$ cat src/rtl/pwrmode_pkg.sv
package pwrmode_pkg;

    localparam int REG_W     = 8;
    localparam int MODE_W    = 2;
    localparam int DEEP_BIT  = 7;
    localparam int FLOAT_BIT = 6;
    // constant part of the register: bit 5 low, bits 4..0 high
    localparam logic [REG_W-1:0] FIXED_VAL = 8'h1F;

    typedef enum logic [MODE_W-1:0] {
        PM_RUN  = 2'b00,
        PM_DOZE = 2'b01,
        PM_DEEP = 2'b10
    } pm_state_e;

    typedef struct packed {
        logic deep_sel;
        logic float_sel;
    } ctl_bits_t;

    localparam ctl_bits_t CTL_RESET = '{deep_sel: 1'b0, float_sel: 1'b0};

    // a bit may drop at any time; it may only rise while unlocked
    function automatic logic guarded_bit(logic cur, logic req, logic lock);
        return req & (cur | ~lock);
    endfunction

    function automatic ctl_bits_t apply_write(ctl_bits_t cur,
                                              logic [REG_W-1:0] d,
                                              logic lock);
        ctl_bits_t nxt;
        nxt.deep_sel  = guarded_bit(cur.deep_sel,  d[DEEP_BIT],  lock);
        nxt.float_sel = guarded_bit(cur.float_sel, d[FLOAT_BIT], lock);
        return nxt;
    endfunction

    function automatic logic [REG_W-1:0] compose(ctl_bits_t c);
        logic [REG_W-1:0] v;
        v            = FIXED_VAL;
        v[DEEP_BIT]  = c.deep_sel;
        v[FLOAT_BIT] = c.float_sel;
        return v;
    endfunction

endpackage

$ cat src/rtl/pm_ctl_reg.sv
module pm_ctl_reg
    import pwrmode_pkg::*;
#(
    parameter int DW = REG_W
) (
    input  logic          clk,
    input  logic          rst,
    input  logic          wr_stb,
    input  logic          wr_allow,
    input  logic          lock,
    input  logic [DW-1:0] wr_data,
    output ctl_bits_t     ctl_q
);

    ctl_bits_t ctl_d;

    always_comb begin
        ctl_d = ctl_q;
        if (wr_stb && wr_allow) begin
            ctl_d = apply_write(ctl_q, wr_data, lock);
        end
    end

    always_ff @(posedge clk) begin
        if (rst) begin
            ctl_q <= CTL_RESET;
        end else begin
            ctl_q <= ctl_d;
        end
    end

endmodule

$ cat src/rtl/pm_seq.sv
module pm_seq
    import pwrmode_pkg::*;
(
    input  logic      clk,
    input  logic      rst,
    input  logic      sleep_stb,
    input  logic      wake,
    input  logic      deep_sel,
    output pm_state_e state_q
);

    pm_state_e state_d;

    always_comb begin
        state_d = state_q;
        unique case (state_q)
            PM_RUN: begin
                if (sleep_stb) begin
                    state_d = deep_sel ? PM_DEEP : PM_DOZE;
                end
            end
            PM_DOZE, PM_DEEP: begin
                if (wake) begin
                    state_d = PM_RUN;
                end
            end
            default: state_d = PM_RUN;
        endcase
    end

    always_ff @(posedge clk) begin
        if (rst) begin
            state_q <= PM_RUN;
        end else begin
            state_q <= state_d;
        end
    end

endmodule

$ cat src/rtl/pm_out_stage.sv
module pm_out_stage
    import pwrmode_pkg::*;
#(
    parameter int DW = REG_W
) (
    input  pm_state_e     state,
    input  ctl_bits_t     ctl,
    input  logic          rd_en,
    output logic [DW-1:0] rd_data,
    output logic          pins_hiz
);

    // decoded straight from the state register, so it drops on the exit edge
    assign pins_hiz = (state == PM_DEEP) && ctl.float_sel;
    assign rd_data  = rd_en ? compose(ctl) : '0;

endmodule

$ cat src/rtl/pwrmode_ctrl.sv
module pwrmode_ctrl
    import pwrmode_pkg::*;
(
    input  logic             clk,
    input  logic             rst,
    input  logic             wr_en,
    input  logic [REG_W-1:0] wr_data,
    input  logic             rd_en,
    output logic [REG_W-1:0] rd_data,
    input  logic             sleep_req,
    input  logic             wdog_on,
    input  logic             wake,
    output logic [MODE_W-1:0] mode,
    output logic             pins_hiz
);

    ctl_bits_t ctl_q;
    pm_state_e state_q;
    logic      deep_q;
    logic      float_q;
    logic      in_run;

    assign in_run  = (state_q == PM_RUN);
    assign deep_q  = ctl_q.deep_sel;
    assign float_q = ctl_q.float_sel;
    assign mode    = state_q;

    pm_ctl_reg #(.DW(REG_W)) u_reg (
        .clk      (clk),
        .rst      (rst),
        .wr_stb   (wr_en),
        .wr_allow (in_run),
        .lock     (wdog_on),
        .wr_data  (wr_data),
        .ctl_q    (ctl_q)
    );

    pm_seq u_seq (
        .clk       (clk),
        .rst       (rst),
        .sleep_stb (sleep_req),
        .wake      (wake),
        .deep_sel  (deep_q),
        .state_q   (state_q)
    );

    pm_out_stage #(.DW(REG_W)) u_out (
        .state    (state_q),
        .ctl      (ctl_q),
        .rd_en    (rd_en),
        .rd_data  (rd_data),
        .pins_hiz (pins_hiz)
    );

endmodule

$ cat config.mk
export PLATFORM = sky130hd
export DESIGN_NAME = pwrmode_ctrl
export DESIGN_NICKNAME = d
export VERILOG_FILES = /design/src/rtl/pwrmode_pkg.sv /design/src/rtl/pm_ctl_reg.sv /design/src/rtl/pm_seq.sv /design/src/rtl/pm_out_stage.sv /design/src/rtl/pwrmode_ctrl.sv
export SDC_FILE = /design/constraint.sdc
export NUM_CORES = 1
export LEC_CHECK = 0
export CAP_MARGIN = 20
export CORE_AREA = 2 2 39 41
export DETAILED_ROUTE_END_ITERATION = 8
export DIE_AREA = 0 0 41 43
export MAX_ROUTING_LAYER = met4
export SYNTH_ARGS = -nofsm -noshare
export SYNTH_HDL_FRONTEND = slang
export SYNTH_SLANG_ARGS = --single-unit
$ cat constraint.sdc
create_clock -name clk -period 2.02 [get_ports clk]
set_input_delay 0.404 -clock clk [delete_from_list [all_inputs] [get_ports clk]]
set_output_delay 0.404 -clock clk [all_outputs]
set_load 0.03 [all_outputs]
### Yosys cells after proc, flatten, opt, wreduce, memory -nomap -nowiden

Cells that the tools add are included.

| storage, ports and cells | value |
|---|---|
| register bits | 4 |
| input bits | 15 |
| output and inout bits | 11 |

| operators by class | value |
|---|---|
| equal/unequal tests | 4 |
| muxes and demuxes | 5 |
| bitwise operators | 5 |
| reductions and logical operators | 5 |

Operator list:

| kind | number |
|---|---|
| 8-bit 2-to-1 mux | 1 |
| 2-bit 2-to-1 mux | 3 |
| 2-bit != test (second input constant) | 2 |
| 2-bit case mux with 2 select lines | 1 |
| 1-bit bitwise AND | 2 |
| 2-bit by 1-bit == test with 1-bit output (second input constant) | 1 |
| 2-bit == test (second input constant) | 1 |
| 1-bit logical AND | 2 |
| 2-bit logical NOT | 1 |
| 1-bit bitwise OR | 2 |
| 2-bit AND reduction | 1 |
| 2-bit OR reduction | 1 |
| 1-bit NOT | 1 |

### Longest topological paths before layout

| depth | value |
|---|---|
| word-level depth | 4 |
| mapped depth | 5 |

### Modules after synthesis

From an unflattened synthesis, not the netlist that was laid out.

| unflattened totals | value |
|---|---|
| cell total of the unflattened synthesis | 31 |
| area total of the unflattened synthesis | 264.0 um2 |

By module, submodules not included:

| module | times used | cells an instance | area an instance (um2) | sequential area each (um2) |
|---|---|---|---|---|
| pm_seq | 1 | 13 | 111.4 | 40.0 |
| pm_ctl_reg | 1 | 7 | 78.8 | 40.0 |
| pm_out_stage | 1 | 10 | 70.1 | 0.0 |
| pwrmode_ctrl | 1 | 1 | 3.8 | 0.0 |

### Worst setup path before layout

OpenSTA, ideal clock, no wires.

| path | value |
|---|---|
| path kind | flip-flop to flip-flop |
| start point | register u_seq.state_q[0] |
| end point | register u_seq.state_q[0] |
| library setup time | 70 ps |
| arrival time | 1597 ps |
| required time | 1950 ps |
| path slack | 353 ps |
| stages on the path, launching flop included | 6 |
| cells stage by stage | dfxtp_1 -> inv_1 -> ha_1 -> nor2b_1 -> or4b_1 -> a21oi_1 |

| between the ends | value |
|---|---|
| word-level cells in the longest chain between the ends | 4 |
| elaborated cells on any way between the ends | 8 |
| classes of those cells | eq/ne (4); mux (1); reduce/logical (3) |

RTL lines:

| item | RTL line | text |
|---|---|---|
| from (decl) | pm_seq.sv:9 | `output pm_state_e state_q` |
| from (signal assigned) | pm_seq.sv:35 | `state_q <= state_d;` |
| 2-bit by 1-bit == test with 1-bit output / 2-bit == test (equally long branches) | pm_seq.sv:16 | `unique case (state_q)` |
| 2-bit OR reduction | pm_seq.sv:16 |  |
| 2-bit != test (no source line) | -- |  |
| 2-bit AND reduction (no source line) | -- |  |

Parallel ways exist; a longest one is shown, timed or not.
A chain may end at the register's enable or synchronous reset.

### Worst setup path in the final report

| path | value |
|---|---|
| start point | register u_seq.state_q[1] |
| end point | output port mode[1] |

RTL lines:

| item | RTL line | text |
|---|---|---|
| to (decl) | pwrmode_ctrl.sv:13 | `output logic [MODE_W-1:0] mode,` |

No word-level cell between the ends.

==> results.cfg <==
[run_status]
status = completed

[clock_network]
ctsLongestPathBuffers = 2
clkTransAtPathRegs_ns = 0.04
clock_tree.root_cell = clkbuf_4
h-tree-depth = 1
cts_inserted_buffers = 3
insertion_delay_ns = 0.24
cts_tree = yes
cts_hold_buf = 0
numClockSinks = 4

[worst_hold_path]
min_path_type = reg2reg

[drt]
vias = 252
drt-initial-drc-count = 5
wl_per_cell_um = 9.210
ant_nets = 0
wl_um = 571
via_per_inst = 4.065
firstDrtPassIters = 4
drc = 0

[critical_path]
cp-start-kind = flop
path_class = reg2out
worstPathArrival_ns = 1.29
slowest_stage = clkdlybuf4s50_1
slowest_delay_ns = 0.69
end_kind = output pin
cp_max_fo = 4
cp_top_family = buffers and inverters
worstPathCellList = clkdlybuf4s50_1
cp.required_ns = 1.62
cp_num_buf_inv = 1

[placement]
placed_cell_area_sq_um = 410.4
dp.cells = 59
gp_routability_congestion = 0.7067
io_buffers = 18

[power_and_ir_drop]
p_total_mw = 0.3015
p_leak_nw = 0.2114
ir_drop_v = 0.0002603
powerDensity_nw_per_um2 = 692.5

[final_layout]
final_net_count = 65
final_common_cell = clkdlybuf4s50_1
layout-area-overhead-vs-synth_pct = 59.63
n_antenna_cell = 0
post-route-cell-area_sq_um = 435.4
drive_gt1_share_pct = 28.26
mostFrequentLayoutCells = 10 x clkdlybuf4s50_1, 7 x buf_4, 4 x dfxtp_1
register_area_sq_um = 80.08
num-fill-cells = 153
stdcell_count = 62
multi_input_area_sq_um = 136.4

[synthesis]
syn_nets = 48
synth_cell_types = 15
avgSynthCellArea_sq_um = 8.799
ys_warn_count = 0
syn-cell-area_sq_um = 272.8
syn_inst = 31
ys_seq_area_share_pct = 29.36
ys_seq_elements = 4

[floorplan]
dieHeight_um = 43
start_util_pct = 19.71
dieWidth_um = 41
core-area_sq_um = 1384
boundaryPins = 26
num_rows = 14
die-area_sq_um = 1763

[sta]
rsz0062_at_grt = false
setup_tns_ns = 0
finClkSkew_ns = 0.002571
timing.fmax_mhz = 590.7
period_share_pct = 83.80
period_needed_ns = 1.693
report.final.slew_viol_count = 0
setup_viol = 0
finalHoldViolCount = 0

[global_route]
grt_overflow = 0
grt_pass1_vias = 212
grt_pass1_wl_um = 862
antenna_found_initial = 0
grt_max_degree = 8
track_usage_pct = 8.454

[job]
drv_cap = 0
==> cell usage after synthesis <==
| cell | instances | share of area, % |
|---|---|---|
| o21ai_0 | 2 | 3.7 |
| inv_1 | 3 | 4.1 |
| nor2b_4 | 1 | 5.0 |
| conb_1 | 1 | 1.4 |
| nand4b_1 | 1 | 3.2 |
| nor2_1 | 1 | 1.4 |
| dfxtp_1 | 4 | 29 |
| o221a_2 | 2 | 8.3 |
| ha_1 | 2 | 9.2 |
| nor2b_1 | 1 | 2.3 |
| a21oi_1 | 2 | 3.7 |
| buf_4 | 6 | 17 |
| and2_1 | 3 | 6.9 |
| nand2_1 | 1 | 1.4 |
| or4b_1 | 1 | 3.7 |
==> where the power goes <==
group,switching (mW),internal (mW)
sequential,0.00623,0.0876
combinational,0.0544,0.0518
clock,0.0349,0.0666
==> timing repair <==
action | 4_1_cts | 5_1_grt
buffers inserted | 0 | 0
setup endpoints to repair | 0 | 1
resized for setup | 0 | 1
==> path summary, 6_finish.rpt <==
| kind | from | end | slack, ns | depth (start not counted) |
|---|---|---|---|---|
| hold / removal | u_seq.state_q[0]$_SDFFE_PP0P_ | u_seq.state_q[0]$_SDFFE_PP0P_ | 0.49 | 2 |
| setup reg to reg | u_seq.state_q[0]$_SDFFE_PP0P_ | u_seq.state_q[0]$_SDFFE_PP0P_ | 0.51 | 5 |
| setup / recovery | u_seq.state_q[1]$_SDFFE_PP0P_ | mode[1] | 0.33 | 1 |
| hold reg to reg | u_seq.state_q[0]$_SDFFE_PP0P_ | u_seq.state_q[0]$_SDFFE_PP0P_ | 0.49 | 2 |
==> metrics by stage <==
| step | util (%) | hold slack, ns | setup WS [ns] |
|---|---|---|---|
| detailed placement | 29.66 | 0.4882 | 0.3055 |
| global route | 31.46 | 0.5390 | 0.2748 |
| CTS | 31.28 | 0.4935 | 0.04659 |
| finish | 31.46 | 0.4906 | 0.3272 |
| global placement | 29.66 | 0.4934 | 0.3055 |
| floorplan | - | 0.4731 | 0.3528 |
==> area by class of cell <==
class                           count  area share (%)
Tap cell                           16           4.598
Timing Repair Buffer               18           37.93
Sequential cell                     4           18.39
Clock buffer                        3           5.172
Multi-Input combinational cell     18           31.32
Inverter                            3           2.586
==> cell families (layout without fill, tap and decap cells) <==
group / after synthesis / count (layout) / share of synthesized area [%]
adders and majority gates: 2 / 2 / 9.173
AOI/OAI and AO/OA: 6 / 6 / 15.60
and+or+nand+nor: 9 / 9 / 23.85
buffers and inverters: 9 / 24 / 20.64
other: 1 / 1 / 1.375
DFF: 4 / 4 / 29.36
==> registers in the layout, indices dropped and copies added, names as in the netlist <==
register       count
u_seq.state_q      2
u_reg.ctl_q        2
==> metal layers <==
layer	wire length (um)	global-route usage [%]	part of all wire [%]	vias to the layer above
met1	260	9.061	46	104
met5	0	-	0	-
met2	212	9.375	37	17
li1	-	-	-	129
met3	81	6.283	14	2
met4	16	8.000	2.8	0
Power figures use the tool's default switching activity.
